### src/rtl/lkd_pkg.sv
package lkd_pkg;

  typedef enum logic [2:0] {
    OP_SEL_RD = 3'd0,
    OP_SEL_WR = 3'd1,
    OP_RD_VA  = 3'd2,
    OP_WR_VA  = 3'd3,
    OP_RD_PA  = 3'd4,
    OP_WR_PA  = 3'd5,
    OP_RD_AT  = 3'd6,
    OP_WR_AT  = 3'd7
  } lkd_op_e;

  typedef struct packed {
    logic [31:0] vpn;   // page number in [31:12], low bits zero
    logic [7:0]  asid;
    logic [31:0] ppn;
    logic [1:0]  size;
    logic [2:0]  ap;
    logic        lv;
    logic [3:0]  dom;
    logic        xn;
  } lkd_entry_t;

  localparam logic [31:0] PAGE_MASK = 32'hFFFF_F000;
  localparam logic [31:0] VA_KEEP   = 32'hFFFF_F0FF;
  localparam logic [31:0] AT_KEEP   = 32'h0000_0781;

  // page-number bits left untranslated by a page size
  function automatic logic [31:0] untrans_mask(input logic [1:0] sz);
    case (sz)
      2'b00:   return 32'h00FF_F000;
      2'b01:   return 32'h0000_0000;
      2'b10:   return 32'h0000_F000;
      default: return 32'h000F_F000;
    endcase
  endfunction

  function automatic logic [31:0] pack_va(input lkd_entry_t e);
    return {e.vpn[31:12], 4'b0, e.asid};
  endfunction

  function automatic logic [31:0] pack_pa(input lkd_entry_t e);
    return {e.ppn[31:12], 6'b0, e.size, e.ap, e.lv};
  endfunction

  function automatic logic [31:0] pack_at(input lkd_entry_t e);
    return {21'b0, e.dom, 6'b0, e.xn};
  endfunction

endpackage

### src/rtl/lkd_entry_store.sv
module lkd_entry_store
  import lkd_pkg::*;
#(
  parameter int DEPTH = 6,
  parameter int IDXW  = 3
) (
  input  logic                    clk,
  input  logic                    rst_n,
  input  logic                    wr_en,
  input  logic [IDXW-1:0]         wr_idx,
  input  lkd_entry_t              wr_entry,
  input  logic [IDXW-1:0]         rd_idx,
  output lkd_entry_t              rd_entry,
  output lkd_entry_t [DEPTH-1:0]  entries_o
);

  lkd_entry_t [DEPTH-1:0] entries_q;

  for (genvar i = 0; i < DEPTH; i++) begin : g_ent
    always_ff @(posedge clk) begin
      if (!rst_n)
        entries_q[i] <= '0;
      else if (wr_en && (wr_idx == IDXW'(i)))
        entries_q[i] <= wr_entry;
    end

    // stored page numbers never carry untranslated bits
    p_stored_masked_r5: assert property (@(posedge clk) disable iff (!rst_n)
      ((entries_q[i].vpn | entries_q[i].ppn) & untrans_mask(entries_q[i].size)) == 32'h0);
  end

  // out-of-range index reads as an all-zero entry
  always_comb begin
    rd_entry = '0;
    for (int i = 0; i < DEPTH; i++)
      if (rd_idx == IDXW'(i)) rd_entry = entries_q[i];
  end

  assign entries_o = entries_q;

  p_oob_commit_ignored_r10: assert property (@(posedge clk) disable iff (!rst_n)
    (wr_en && ({1'b0, wr_idx} >= (IDXW+1)'(DEPTH))) |=> $stable(entries_q));

endmodule

### src/rtl/lkd_lookup.sv
module lkd_lookup
  import lkd_pkg::*;
#(
  parameter int DEPTH = 6
) (
  input  lkd_entry_t [DEPTH-1:0] entries,
  input  logic [31:0]            va,
  input  logic [7:0]             asid,
  output logic                   hit,
  output lkd_entry_t             hit_entry,
  output logic [31:0]            pa
);

  logic [31:0] pn_mask;

  // scan downward so the lowest matching index is the last assignment
  always_comb begin
    hit       = 1'b0;
    hit_entry = '0;
    for (int i = DEPTH - 1; i >= 0; i--) begin
      if (entries[i].lv && (entries[i].asid == asid) &&
          ((va & PAGE_MASK & ~untrans_mask(entries[i].size)) == entries[i].vpn)) begin
        hit       = 1'b1;
        hit_entry = entries[i];
      end
    end
  end

  assign pn_mask = PAGE_MASK & ~untrans_mask(hit_entry.size);
  assign pa      = hit ? (hit_entry.ppn | (va & ~pn_mask)) : 32'h0;

endmodule

### src/rtl/lkd_perm_check.sv
module lkd_perm_check
  import lkd_pkg::*;
(
  input  logic       clk,
  input  logic       rst_n,
  input  logic       hit,
  input  lkd_entry_t ent,
  input  logic       user,
  input  logic       write,
  input  logic       fetch,
  output logic       fault
);

  logic ap_fault;

  always_comb begin
    case (ent.ap)
      3'b001:  ap_fault = user;
      3'b010:  ap_fault = user && write;
      3'b011:  ap_fault = 1'b0;
      3'b101:  ap_fault = user || write;
      3'b110,
      3'b111:  ap_fault = write;
      default: ap_fault = 1'b1;   // 000 and reserved 100
    endcase
  end

  assign fault = hit && (ap_fault || (fetch && ent.xn));

  p_miss_no_fault_r7: assert property (@(posedge clk) disable iff (!rst_n)
    !hit |-> !fault);

  p_xn_fetch_faults_r8: assert property (@(posedge clk) disable iff (!rst_n)
    (hit && fetch && ent.xn) |-> fault);

endmodule

### src/rtl/lkd_tlb_port.sv
module lkd_tlb_port
  import lkd_pkg::*;
#(
  parameter int DEPTH = 6
) (
  input  logic        clk,
  input  logic        rst_n,
  input  logic        req_valid,
  output logic        req_ready,
  input  logic [2:0]  req_op,
  input  logic [31:0] req_wdata,
  output logic        rsp_valid,
  input  logic        rsp_ready,
  output logic [31:0] rsp_data,
  input  logic [31:0] lk_va,
  input  logic [7:0]  lk_asid,
  input  logic        lk_user,
  input  logic        lk_write,
  input  logic        lk_fetch,
  output logic        lk_hit,
  output logic [31:0] lk_pa,
  output logic [3:0]  lk_domain,
  output logic        lk_fault
);

  localparam int IDXW = (DEPTH > 1) ? $clog2(DEPTH) : 1;

  lkd_op_e           op;
  logic              acc, is_read;
  logic [IDXW-1:0]   rd_idx_q, wr_idx_q, store_rd_idx;
  logic [31:0]       va_stg, pa_stg, at_stg;
  logic [31:0]       new_mask;
  lkd_entry_t        new_entry, sel_entry, hit_entry;
  lkd_entry_t [DEPTH-1:0] entries;

  assign op        = lkd_op_e'(req_op);
  assign req_ready = !rsp_valid || rsp_ready;
  assign acc       = req_valid && req_ready;
  assign is_read   = (op == OP_RD_VA) || (op == OP_RD_PA) || (op == OP_RD_AT);

  // entry assembled on a physical-word write, untranslated bits cleared
  assign new_mask = ~untrans_mask(req_wdata[5:4]);
  always_comb begin
    new_entry      = '0;
    new_entry.vpn  = {va_stg[31:12], 12'b0} & new_mask;
    new_entry.asid = va_stg[7:0];
    new_entry.ppn  = {req_wdata[31:12], 12'b0} & new_mask;
    new_entry.size = req_wdata[5:4];
    new_entry.ap   = req_wdata[3:1];
    new_entry.lv   = req_wdata[0];
    new_entry.dom  = at_stg[10:7];
    new_entry.xn   = at_stg[0];
  end

  assign store_rd_idx = (acc && op == OP_SEL_RD) ? req_wdata[IDXW-1:0] : rd_idx_q;

  lkd_entry_store #(.DEPTH(DEPTH), .IDXW(IDXW)) u_store (
    .clk       (clk),
    .rst_n     (rst_n),
    .wr_en     (acc && op == OP_WR_PA),
    .wr_idx    (wr_idx_q),
    .wr_entry  (new_entry),
    .rd_idx    (store_rd_idx),
    .rd_entry  (sel_entry),
    .entries_o (entries)
  );

  always_ff @(posedge clk) begin
    if (!rst_n) begin
      rd_idx_q <= '0;
      wr_idx_q <= '0;
      va_stg   <= '0;
      pa_stg   <= '0;
      at_stg   <= '0;
    end else if (acc) begin
      case (op)
        OP_SEL_RD: begin
          rd_idx_q <= req_wdata[IDXW-1:0];
          va_stg   <= pack_va(sel_entry);
          pa_stg   <= pack_pa(sel_entry);
          at_stg   <= pack_at(sel_entry);
        end
        OP_SEL_WR: wr_idx_q <= req_wdata[IDXW-1:0];
        OP_WR_VA:  va_stg   <= req_wdata & VA_KEEP;
        OP_WR_AT:  at_stg   <= req_wdata & AT_KEEP;
        OP_WR_PA:  pa_stg   <= pack_pa(new_entry);
        default: ;
      endcase
    end
  end

  // read response stream
  always_ff @(posedge clk) begin
    if (!rst_n) begin
      rsp_valid <= 1'b0;
      rsp_data  <= '0;
    end else if (acc && is_read) begin
      rsp_valid <= 1'b1;
      rsp_data  <= (op == OP_RD_VA) ? va_stg : (op == OP_RD_PA) ? pa_stg : at_stg;
    end else if (rsp_ready) begin
      rsp_valid <= 1'b0;
    end
  end

  p_rsp_hold_r11: assert property (@(posedge clk) disable iff (!rst_n)
    (rsp_valid && !rsp_ready) |=> (rsp_valid && $stable(rsp_data)));

  p_rsp_from_read_r4: assert property (@(posedge clk) disable iff (!rst_n)
    $rose(rsp_valid) |-> $past(req_valid && req_ready && req_op inside {3'd2, 3'd4, 3'd6}));

  lkd_lookup #(.DEPTH(DEPTH)) u_lookup (
    .entries   (entries),
    .va        (lk_va),
    .asid      (lk_asid),
    .hit       (lk_hit),
    .hit_entry (hit_entry),
    .pa        (lk_pa)
  );

  assign lk_domain = lk_hit ? hit_entry.dom : 4'h0;

  lkd_perm_check u_perm (
    .clk   (clk),
    .rst_n (rst_n),
    .hit   (lk_hit),
    .ent   (hit_entry),
    .user  (lk_user),
    .write (lk_write),
    .fetch (lk_fetch),
    .fault (lk_fault)
  );

endmodule

### config.mk
export PLATFORM = sky130hd
export DESIGN_NAME = lkd_tlb_port
export DESIGN_NICKNAME = d
export VERILOG_FILES = /design/src/rtl/lkd_pkg.sv /design/src/rtl/lkd_entry_store.sv /design/src/rtl/lkd_lookup.sv /design/src/rtl/lkd_perm_check.sv /design/src/rtl/lkd_tlb_port.sv
export SDC_FILE = /design/constraint.sdc
export NUM_CORES = 1
export LEC_CHECK = 0
export BUFFER_PORTS_ARGS = -buffer_cell sky130_fd_sc_hd__buf_4
export CAP_MARGIN = 10
export CELL_PAD_IN_SITES_DETAIL_PLACEMENT = 1
export CELL_PAD_IN_SITES_GLOBAL_PLACEMENT = 1
export CORE_UTILIZATION = 50
export DETAILED_ROUTE_END_ITERATION = 6
export PLACE_DENSITY = 0.9
export SYNTH_ARGS = -nofsm -noshare
export SYNTH_HDL_FRONTEND = slang
export SYNTH_SLANG_ARGS = --single-unit
### constraint.sdc
create_clock -name clk -period 6.7 [get_ports clk]
set_input_delay 0.67 -clock clk [delete_from_list [all_inputs] [get_ports clk]]
set_output_delay 0.67 -clock clk [all_outputs]
set_load 0.02 [all_outputs]
==> impl_metrics.csv, run 1 <==
group,metric,value,unit
hold_path,terminating_pin_of_the_worst_hold_path,"u_store.entries_o[36]",
sta,max_slew.worst_pin.slew,1.352,ns
routing,first_iter_violations,3076,
routing,remaining_drc_errors,0,
synthesis,ys_seq_area_frac,0.3578,
sta,max_slew_margin,0.09757,
clock_network,cts_buffer_depth,3,
global_route,antenna_found_initial,8,
global_route,gr-total-overflow,0,
hold_path,worstHoldStart,"req_wdata[25]",
power,total_leakage_power,9.928,nW
synthesis,asyncSetResetFlopFracSynth,0,
clock_network,clk_pin_slew,0.06,ns
clock_network,cts_tree,"done",
clock_network,clock_latency,0.61,ns
routing,wl_per_cell,28.23,um
sta,maxClockFrequency,0.1690,GHz
clock_network,h-tree-depth,2,
cells_and_area,num-nets-final,3129,
synthesis,ys_types,75,
critical_path,rr_startpoint,"rsp_valid",
global_route,grt_max_degree,128,
synthesis,synth_edf_count,0,
critical_path,r2r_setup_slack,2.74,ns
power,power.ir.vdd_worst,0.0002063,V
die,floorplan.die.width,226.7,um
sta,fin_tns_setup,0,ns
routing,detail_route.vias_per_cell,6.713,
routing,dr_total_vias,25100,
clock_network,cts.repair.resized,0,
global_route,gr-usage-all-layers,0.4061,
critical_path,critical_path_maximum_fanout,23,
synthesis,synth_top_cell_area_share,0.3578,
critical_path,cp_num_buf_inv,4,
sta,drv_slew,0,
synthesis,dominant_cell_type_by_area_after_synthesis,"sky130_fd_sc_hd__dfxtp_1",
synthesis,syn_inst,3079,
cells_and_area,drive_above_1_share,0.1480,
sta,setup-violations-final,0,
sta,timing.clock.skew,0.01431,ns
power,power_density,213.8,mW/mm^2
critical_path,crit_path_frequent_cell,"sky130_fd_sc_hd__buf_4",
synthesis,synth-main-ff-cell,"sky130_fd_sc_hd__dfxtp_1",
critical_path,critPathKind,"register to output pin",
synthesis,synth_area_per_cell,8.196,um^2
sta,layout_min_cycle_time,5.918,ns
die,placement_rows,81,
die,io_pins,154,
run,max_cap_viol_count,0,
synthesis,synth_top_area_cells,"sky130_fd_sc_hd__dfxtp_1 (36%), sky130_fd_sc_hd__nand2_1 (10%), sky130_fd_sc_hd__a21boi_0 (7.9%)",
place,place_ws,1.408,ns
sta,rsz0062_at_grt,"false",
critical_path,reg2reg_to,"pa_stg[4]",
routing,totalWireLength,105600,um
routing,post_detailed_route_count_of_antenna_violating_nets,0,
die,floorplan.die.height,226.7,um
place,port_buffers,151,
clock_network,clock-sinks,451,
sta,fin_ws,0.7816,ns
critical_path,path_cells,"inv_1 -> ha_1 -> o21ai_0 -> a22o_1 -> nand2_1 -> buf_4 -> nand2_1 -> nor4b_4 -> buf_4 -> a21oi_1 -> buf_4",
critical_path,cp_data_arrival_time,5.25,ns
synthesis,synthesis.area,0.02524,mm^2
die,start_util,0.5113,
place,place.detailed.hpwl,64930,um
critical_path,critical-path-top-delay-family,"simple AND/OR/NAND/NOR gates",
critical_path,slowest_delay,0.83,ns
global_route,first_pass_grt_wire_length,157300,um
critical_path,crit_path_start_kind,"register",
place,place_congestion,0.9900,
sta,finalHoldViolations,0,
clock_network,cts_hold_buf,0,
sta,hold_ws,0.3880,ns
status,status,"completed",
critical_path,worstSetupEndpointType,"output pin",
critical_path,crit_required,6.03,ns
critical_path,reg2regPathDepth,9,
die,die_area,0.05137,mm^2
clock_network,root_buffer,"sky130_fd_sc_hd__clkbuf_16",
clock_network,post_cts.repair.setup_buffers,0,
sta,fin_crit_sh,0.8833,
synthesis,yosys_warnings,0,
hold_path,worstHoldPathType,"input pin to register",
global_route,vias_in_the_first_global_route,26050,
synthesis,synthesis.nets,3177,
die,placeableCoreArea,0.04936,mm^2
hold_path,worst_hold_path.num_cells,3,
critical_path,cpMaxStageDelayCell,"sky130_fd_sc_hd__nor4b_4",
synthesis,total_of_flip_flops_plus_latches_after_synthesis,451,
cells_and_area,area_growth,11.37,%
routing,drt-pass1-iter-count,5,
clock_network,numCtsBuffers,51,
==> worst max-delay path by stage <==
| stage | startpoint | endpoint | cells past startpoint |
|---|---|---|---|
| floorplan | lk_va[22] | lk_pa[16] | 15 |
| global placement | lk_va[22] | lk_pa[20] | 13 |
| detailed placement | lk_va[18] | lk_pa[20] | 14 |
| CTS | u_store.entries_o[341] | lk_pa[20] | 13 |
| global route | u_store.entries_o[341] | lk_pa[20] | 13 |
| finish | u_store.entries_o[342] | lk_pa[13] | 11 |
==> cells by family (layout without fill, tap and decap cells) <==
kind of cell               Yosys count  after routing  share of synthesized area
DFF                                451            451                     0.3578
adders and majority gates           16             16                   0.007932
buffers and inverters              333            322                    0.05578
xor gates and xnor gates           127            127                    0.04408
AOI/OAI and AO/OA                  804            804                     0.2191
other                                1              8                  0.0001486
muxes                              156            156                    0.09425
and+or+nand+nor                   1191           1191                     0.2209
==> worst min-delay path: stages <==
cell and delay (ns):
sky130_fd_sc_hd__buf_4 0.15, sky130_fd_sc_hd__nand2_1 0.05, sky130_fd_sc_hd__a21boi_0 0.06
==> Yosys cell counts (5+ instances only) <==
library cell	instances
sky130_fd_sc_hd__a211oi_1	64
sky130_fd_sc_hd__xor2_1	80
sky130_fd_sc_hd__o32ai_1	7
sky130_fd_sc_hd__ha_1	16
sky130_fd_sc_hd__o22ai_1	5
sky130_fd_sc_hd__inv_1	40
sky130_fd_sc_hd__a21oi_1	125
sky130_fd_sc_hd__a221oi_1	25
sky130_fd_sc_hd__a311o_1	14
sky130_fd_sc_hd__a22o_1	14
sky130_fd_sc_hd__o31ai_1	12
sky130_fd_sc_hd__nor3_1	12
sky130_fd_sc_hd__o21ai_0	141
sky130_fd_sc_hd__mux2i_1	27
sky130_fd_sc_hd__nor4_1	15
sky130_fd_sc_hd__buf_4	29
sky130_fd_sc_hd__buf_2	27
sky130_fd_sc_hd__clkbuf_1	231
sky130_fd_sc_hd__nand4_1	9
sky130_fd_sc_hd__a22oi_1	67
sky130_fd_sc_hd__nor2_1	103
sky130_fd_sc_hd__mux4_2	58
sky130_fd_sc_hd__nand3b_1	7
sky130_fd_sc_hd__nand3_1	30
sky130_fd_sc_hd__nand2b_1	25
sky130_fd_sc_hd__nand2_1	699
sky130_fd_sc_hd__a21boi_0	265
sky130_fd_sc_hd__or3_1	5
sky130_fd_sc_hd__nor3b_1	26
sky130_fd_sc_hd__o32a_1	5
sky130_fd_sc_hd__xnor2_1	47
sky130_fd_sc_hd__dfxtp_1	451
sky130_fd_sc_hd__and3_1	21
sky130_fd_sc_hd__nor4bb_1	14
sky130_fd_sc_hd__a31oi_1	8
sky130_fd_sc_hd__nor2b_1	97
sky130_fd_sc_hd__a31o_2	17
sky130_fd_sc_hd__mux2_2	70
sky130_fd_sc_hd__and2_1	100
==> layout by cell type (no fill, tap or decap), types with 17 or more instances in the layout <==
master and n:
sky130_fd_sc_hd__mux4_2 58, sky130_fd_sc_hd__clkbuf_16 53, sky130_fd_sc_hd__and3_1 20, sky130_fd_sc_hd__dfxtp_1 451, sky130_fd_sc_hd__buf_4 189, sky130_fd_sc_hd__xnor2_1 47
sky130_fd_sc_hd__inv_1 40, sky130_fd_sc_hd__a21boi_0 265, sky130_fd_sc_hd__a21oi_1 124, sky130_fd_sc_hd__mux2_2 70, sky130_fd_sc_hd__a31o_2 17, sky130_fd_sc_hd__mux2i_1 25
sky130_fd_sc_hd__nand2b_1 25, sky130_fd_sc_hd__xor2_1 80, sky130_fd_sc_hd__nor2b_1 97, sky130_fd_sc_hd__nand2_1 697, sky130_fd_sc_hd__nor2_1 97, sky130_fd_sc_hd__a211oi_1 64
sky130_fd_sc_hd__and2_1 99, sky130_fd_sc_hd__nand3_1 28, sky130_fd_sc_hd__a221oi_1 25, sky130_fd_sc_hd__o21ai_0 140, sky130_fd_sc_hd__nor3b_1 25, sky130_fd_sc_hd__a22oi_1 67
==> layout make-up <==
class / instances / area, um^2
diodes: 7 / 17.52
clock buffers: 76 / 1533
clock inverters: 14 / 120.1
fillers: 5904 / 21250
inverters: 40 / 150.1
multi-input cells: 2295 / 14950
flip-flops and latches: 451 / 9029
well taps: 664 / 830.8
repair buffers: 192 / 1474
==> routing by layer <==
layer	routed length [um]	GRT usage
met1	38610	0.4910
met2	47600	0.6387
met3	11930	0.09926
met4	7403	0.2733
met5	22	0
==> sequential cells by signal, summed over array words and instances, names as in the netlist <==
name / cells
at_stg: 5
pa_stg: 26
rd_idx_q: 3
rsp_data: 31
rsp_valid: 1
u_store.entries_o: 354
va_stg: 28
wr_idx_q: 3
==> metrics by stage <==
step                instance area [um^2]  utilization  instances  power (mW)
floorplan                          25240            -       3079       3.034
global placement                   26440       0.5356       3642       3.195
detailed placement                 26440       0.5356       3642       3.210
CTS                                28090       0.5691       3732       5.994
global route                       28100       0.5693       3735       6.137
finish                             28110       0.5695       3739       6.010
==> report_power, final <==
| group | switching (mW) | internal (mW) | leakage (nW) |
|---|---|---|---|
| combinational | 0.299 | 0.154 | 5.46 |
| clock | 1.19 | 1.65 | 0.828 |
| sequential | 0.0175 | 2.70 | 3.64 |
Note: power is estimated with default switching activity, not from simulation.
==> inputs of run 2 (changes only) <==
--- a/config.mk
+++ b/config.mk
@@ -11,5 +11,6 @@
 export CELL_PAD_IN_SITES_GLOBAL_PLACEMENT = 1
-export CORE_UTILIZATION = 50
+export CORE_UTILIZATION = 43
+export CTS_BUF_LIST = sky130_fd_sc_hd__clkbuf_8
 export DETAILED_ROUTE_END_ITERATION = 6
-export PLACE_DENSITY = 0.9
+export PLACE_DENSITY = 0.82
 export SYNTH_ARGS = -nofsm -noshare
==> constraint.sdc (replaced) <==
create_clock -name clk -period 4.9 [get_ports clk]
set_input_delay 0.98 -clock clk [delete_from_list [all_inputs] [get_ports clk]]
set_output_delay 0.98 -clock clk [all_outputs]
set_load 0.02 [all_outputs]
==> run 2 against run 1 <==
Against the previous run:
- the flow now finishes with violations (negative setup slack)
- flip-flop and latch count stayed put
- total power increased by 33%
- register-to-register slack lost 1.3 ns
- via count rose by 1.7%
- utilization fell by 4.7 points
- sequential share of layout area fell by 2.1 points
- wire length increased by 2.1%
- highest routed layer is now met4
==> impl_metrics.csv, run 2 (synthesized netlist as in run 1, its figures left out) <==
group,metric,value,unit
global_route,antenna_found_initial,0,
clock_network,numCtsBuffers,83,
routing,dr_wl_met3,9599,um
place,port_buffers,151,
power,power_density,265.6,mW/mm^2
power,finalPower,8.017,mW
cells_and_area,largest_register_ff_count,354,
power,total_leakage_power,10.95,nW
critical_path,worstSetupEndpointType,"output pin",
sta,timing.clock.skew,0.02690,ns
routing,m1WireLength,41200,um
routing,met2_length,48760,um
sta,rsz0062_at_grt,"true",
clock_network,h-tree-depth,3,
critical_path,cp_data_arrival_time,4.24,ns
sta,finalHoldViolations,0,
routing,post_detailed_route_count_of_antenna_violating_nets,0,
cells_and_area,mostFrequentLayoutCells,"sky130_fd_sc_hd__nand2_1 (695), sky130_fd_sc_hd__dfxtp_1 (442), sky130_fd_sc_hd__buf_4 (282), sky130_fd_sc_hd__a21boi_0 (265), sky130_fd_sc_hd__o21ai_0 (125)",
sta,fin_ws,-0.3191,ns
cells_and_area,num-nets-final,3306,
place,place_congestion,0.9535,
die,floorplan.die.width,244.3,um
routing,dr_total_vias,25530,
power,power.ir.vdd_worst,0.0001934,V
clock_network,clock_latency,0.70,ns
place,place.detailed.hpwl,69610,um
die,io_pins,154,
critical_path,crit_required,3.92,ns
routing,detail_route.vias_per_cell,6.338,
routing,remaining_drc_errors,0,
place,place_ws,-0.3747,ns
cells_and_area,finalCoreUtilization,0.5222,
sta,maxClockFrequency,0.1916,GHz
die,placeableCoreArea,0.05781,mm^2
global_route,vias_in_the_first_global_route,26580,
global_route,grt_max_degree,223,
critical_path,critical_path_maximum_fanout,4,
routing,first_iter_violations,2212,
clock_network,clk_pin_slew,0.07,ns
sta,fin_tns_setup,-3.368,ns
sta,layout_min_cycle_time,5.219,ns
global_route,gr-total-overflow,0,
cells_and_area,fin_cells,4028,
sta,drv_slew,0,
cells_and_area,area_growth,19.60,%
clock_network,root_buffer,"sky130_fd_sc_hd__clkbuf_8",
clock_network,cts_buffer_depth,3,
cells_and_area,antenna_cells_inserted,0,
sta,setup-violations-final,27,
cells_and_area,drive_above_1_share,0.2216,
die,die_area,0.05966,mm^2
place,post-place-cells,3866,
sta,fin_crit_sh,1.065,
status,failing_checks,"negative setup slack",
die,placement_rows,88,
global_route,gr-usage-all-layers,0.3516,
cells_and_area,filler_cell_count,6800,
critical_path,crit_path_start_kind,"register",
hold_path,worstHoldPathType,"register to register",
clock_network,cts_tree,"done",
critical_path,critPathKind,"register to output pin",
cells_and_area,multi_input_area,0.01549,mm^2
routing,totalWireLength,107800,um
clock_network,clock-sinks,451,
routing,dr.max_layer_used,"met4",
die,floorplan.die.height,244.3,um
cells_and_area,ff_latch_area,0.009047,mm^2
die,start_util,0.4366,
global_route,first_pass_grt_wire_length,160300,um
status,status,"finished, violations left",
sta,max_slew.worst_pin.slew,1.183,ns
routing,wl_per_cell,26.76,um
routing,drt-pass1-iter-count,5,
cells_and_area,layout.cells.most_common,"sky130_fd_sc_hd__nand2_1",
run,max_cap_viol_count,0,
sta,max_slew_margin,0.2115,
[run 2: power by group]
part | leakage [nW] | total (mW) | internal [mW] | switching (mW)
clock | 0.930 | 3.62 | 1.92 | 1.70
sequential | 3.64 | 3.72 | 3.69 | 0.0254
combinational | 6.38 | 0.677 | 0.256 | 0.421
total | 11.0 | 8.02 | 5.87 | 2.15
[run 2: per-layer routing]
| layer | global-route usage | up-vias |
|---|---|---|
| met1 | 0.4253 | 12700 |
| met2 | 0.5629 | 1422 |
| li1 | - | 10920 |
| met5 | 0 | - |
| met3 | 0.06563 | 488 |
| met4 | 0.2483 | 0 |
[run 2: area by class of cell]
class                   instances  share of cell area
multi-input cells            2295              0.5133
flip-flops and latches        451              0.2997
repair buffers                337             0.09704
clock buffers                 102             0.04651
well taps                     765             0.03171
clock inverters                38            0.006550
inverters                      40            0.005140
[run 2: worst paths after layout]
check / slack [ns] / depth (start not counted) / start / to
min reg2reg: 0.49 / 2 / u_store.entries_o[84] / u_store.entries_o[84]
min: 0.49 / 2 / u_store.entries_o[84] / u_store.entries_o[84]
max: -0.32 / 15 / u_store.entries_o[259] / lk_pa[14]
max reg2reg: 1.45 / 7 / rsp_valid / u_store.entries_o[259]
[run 2: worst max-delay path, cell delays in order, from the launching register on]
cell                      delay [ns]
sky130_fd_sc_hd__dfxtp_4        0.36
sky130_fd_sc_hd__inv_4          0.07
sky130_fd_sc_hd__ha_4           0.19
sky130_fd_sc_hd__nor2_2         0.04
sky130_fd_sc_hd__o32a_1         0.33
sky130_fd_sc_hd__or4_4          0.60
sky130_fd_sc_hd__or4_4          0.55
sky130_fd_sc_hd__mux2i_1        0.25
sky130_fd_sc_hd__o21ai_1        0.11
sky130_fd_sc_hd__a22oi_2        0.20
sky130_fd_sc_hd__buf_4          0.17
sky130_fd_sc_hd__ha_4           0.20
sky130_fd_sc_hd__nor2b_1        0.06
sky130_fd_sc_hd__a21oi_1        0.14
sky130_fd_sc_hd__a21oi_2        0.10
sky130_fd_sc_hd__buf_4          0.17
[run 2: repair_timing]
item | in CTS | in global routing
hold buffers | 0 | 0
gates cloned | 3 | 1
setup endpoints to repair | 38 | 38
resized for setup | 98 | 85
setup buffers | 10 | 13
pin swaps | 34 | 42
[run 2: metrics by stage]
step | area (um^2) | hold slack (ns)
6_report | 30180 | 0.4851
5_1_grt | 30180 | 0.4990
4_1_cts | 29770 | 0.4809
3_5_place_dp | 27650 | 0.4689
3_3_place_gp | 27650 | 0.4557
2_1_floorplan | 25350 | 0.4435
==> inputs of run 3 (changes only) <==
- MAX_ROUTING_LAYER: default -> met4
==> run 3 against run 2 <==
Against the previous run:
- the run still ends with negative setup slack left
- critical path depth fell by 2
- via count fell by 1.4%
- non-clock buffer count fell by 8
- clock-buffer cell count rose by 9
- highest routed layer unchanged
- flip-flop and latch count did not move
- combinational power barely moved
- wire length fell by 0.53%
- first-iteration DRC count rose by 11%
- clock power rose by 8.3%
- cell area fell by 0.68%
- utilization fell by 0.35 points
- largest cell class unchanged
==> impl_metrics.csv, run 3 (synthesized netlist as in run 1, its figures left out) <==
group,metric,value,unit
status,status,"finished, violations left",
status,failing_checks,"negative setup slack",
sta,layout_min_cycle_time,5.223,ns
power,power.ir.vdd_worst,0.0002503,V
die,die_area,0.05966,mm^2
sta,max_slew_margin,0.1416,
critical_path,reg2regPathDepth,10,
hold_path,worst_hold_path.num_cells,2,
critical_path,worstSetupEndpointType,"output pin",
hold_path,terminating_pin_of_the_worst_hold_path,"u_store.entries_o[203]",
clock_network,clk_pin_slew,0.05,ns
die,placement_rows,88,
hold_path,worstHoldPathType,"register to register",
die,start_util,0.4366,
critical_path,rr_startpoint,"rsp_valid",
clock_network,root_buffer,"sky130_fd_sc_hd__clkbuf_8",
routing,remaining_drc_errors,0,
place,place.detailed.hpwl,70810,um
clock_network,numCtsBuffers,82,
clock_network,cts_tree,"done",
global_route,gr-total-overflow,0,
global_route,antenna_found_initial,0,
sta,maxClockFrequency,0.1915,GHz
cells_and_area,largest_register_ff_count,354,
global_route,gr-usage-all-layers,0.3635,
cells_and_area,finalCoreUtilization,0.5186,
routing,wl_per_cell,26.61,um
clock_network,clock_latency,0.71,ns
cells_and_area,drive_above_1_share,0.2197,
sta,fin_ws,-0.3229,ns
global_route,grt_max_degree,189,
die,placeableCoreArea,0.05781,mm^2
global_route,first_pass_grt_wire_length,160500,um
routing,detail_route.vias_per_cell,6.252,
critical_path,cp_data_arrival_time,4.24,ns
power,finalPower,8.321,mW
sta,rsz0062_at_grt,"true",
cells_and_area,antenna_cells_inserted,0,
sta,drv_slew,0,
die,io_pins,154,
sta,timing.clock.skew,0.03751,ns
place,place_congestion,0.9673,
cells_and_area,num-nets-final,3297,
run,max_cap_viol_count,0,
die,floorplan.die.height,244.3,um
cells_and_area,area_growth,18.80,%
routing,totalWireLength,107200,um
hold_path,worstHoldStart,"u_store.entries_o[203]",
global_route,vias_in_the_first_global_route,26420,
critical_path,critPathKind,"input pin to output pin",
routing,post_detailed_route_count_of_antenna_violating_nets,0,
sta,setup-violations-final,14,
critical_path,crit_path_start_kind,"input pin",
cells_and_area,layout.cells.most_common,"sky130_fd_sc_hd__nand2_1",
routing,dr_total_vias,25180,
place,port_buffers,151,
critical_path,critical_path_maximum_fanout,28,
power,total_leakage_power,10.89,nW
sta,fin_crit_sh,1.066,
critical_path,r2r_setup_slack,1.31,ns
clock_network,clock-sinks,451,
clock_network,cts_buffer_depth,3,
critical_path,reg2reg_to,"va_stg[31]",
routing,first_iter_violations,2450,
place,post-place-cells,3872,
critical_path,crit_required,3.92,ns
clock_network,h-tree-depth,3,
routing,drt-pass1-iter-count,5,
power,power_density,277.6,mW/mm^2
cells_and_area,mostFrequentLayoutCells,"sky130_fd_sc_hd__nand2_1 (696), sky130_fd_sc_hd__dfxtp_1 (441), sky130_fd_sc_hd__buf_4 (297), sky130_fd_sc_hd__a21boi_0 (265), sky130_fd_sc_hd__o21ai_0 (137)",
die,floorplan.die.width,244.3,um
sta,max_slew.worst_pin.slew,1.288,ns
sta,finalHoldViolations,0,
cells_and_area,fin_cells,4028,
[run 3: changes by cell type in the layout (fill, tap and decap cells not counted), sizes merged]
cell	before	now
buf	335	329
bufbuf	1	0
bufinv	1	3
clkbuf	103	111
clkinv	8	11
clkinvlp	1	3
inv	68	60
[run 3: worst max-delay path, stage by stage]
cell	delay (ns)
sky130_fd_sc_hd__buf_4	0.12
sky130_fd_sc_hd__nor4bb_2	0.29
sky130_fd_sc_hd__a31oi_1	0.08
sky130_fd_sc_hd__o32a_1	0.23
sky130_fd_sc_hd__or4_4	0.56
sky130_fd_sc_hd__or4_4	0.59
sky130_fd_sc_hd__buf_8	0.24
sky130_fd_sc_hd__mux2_2	0.28
sky130_fd_sc_hd__o211ai_2	0.07
sky130_fd_sc_hd__o211a_1	0.13
sky130_fd_sc_hd__a311oi_1	0.31
sky130_fd_sc_hd__buf_4	0.20
sky130_fd_sc_hd__buf_4	0.13
[run 3: per-stage QoR]
step                      instance area [um^2]  setup WS (ns)  hold WS (ns)  setup TNS, ns
final                                    29980        -0.3229        0.4801         -2.556
after global placement                   27660        -0.2983        0.4533         -4.097
after CTS                                29760        -0.2631        0.4762         -2.490
after floorplan                          25350        -0.1768        0.4435        -0.7134
after global routing                     29980        -0.3348        0.5031         -4.723
after detailed placement                 27660        -0.3249        0.4683         -5.765
[run 3: layout make-up]
| cell class | instances | area [um^2] |
|---|---|---|
| tap | 765 | 957.2 |
| timing repair buffer | 329 | 2688 |
| multi-input combinational | 2295 | 15350 |
| inverter | 40 | 155.1 |
| fill | 6831 | 27830 |
| clock inverter | 37 | 257.7 |
| clock buffer | 111 | 1528 |
| sequential | 451 | 9049 |
[run 3: report_power, final]
group | leakage, nW | switching, mW | internal (mW)
Combinational | 6.26 | 0.425 | 0.255
Sequential | 3.64 | 0.0264 | 3.69
Clock | 0.992 | 1.74 | 2.18
Total | 10.9 | 2.19 | 6.13
[run 3: how the worst max path moves through the flow]
stage                           start   endpoint  slack, ns  depth (start not counted)
6_report                    lk_va[23]   lk_fault      -0.32                         13
5_1_grt        u_store.entries_o[314]  lk_pa[14]      -0.33                         14
3_3_place_gp                lk_va[23]  lk_pa[19]      -0.30                         15
4_1_cts        u_store.entries_o[259]  lk_pa[19]      -0.26                         13
3_5_place_dp                lk_va[22]   lk_fault      -0.32                         13
2_1_floorplan               lk_va[22]  lk_pa[16]      -0.18                         15
[run 3: repair_timing]
| item | 4_1_cts | 5_1_grt |
|---|---|---|
| pin swaps | 19 | 28 |
| hold buffers | 0 | 0 |
| buffers inserted | 4 | 4 |
| setup endpoints to repair | 38 | 38 |
| gates resized for setup | 71 | 46 |
[run 3: routing by layer]
layer  up-vias  wire [um]  global-route usage
li1      10900          -                   -
met1     12570      41690              0.4265
met2      1286      48920              0.5706
met3       429       9050             0.06925
met4         0       7546              0.2327
met5         -          0                   -
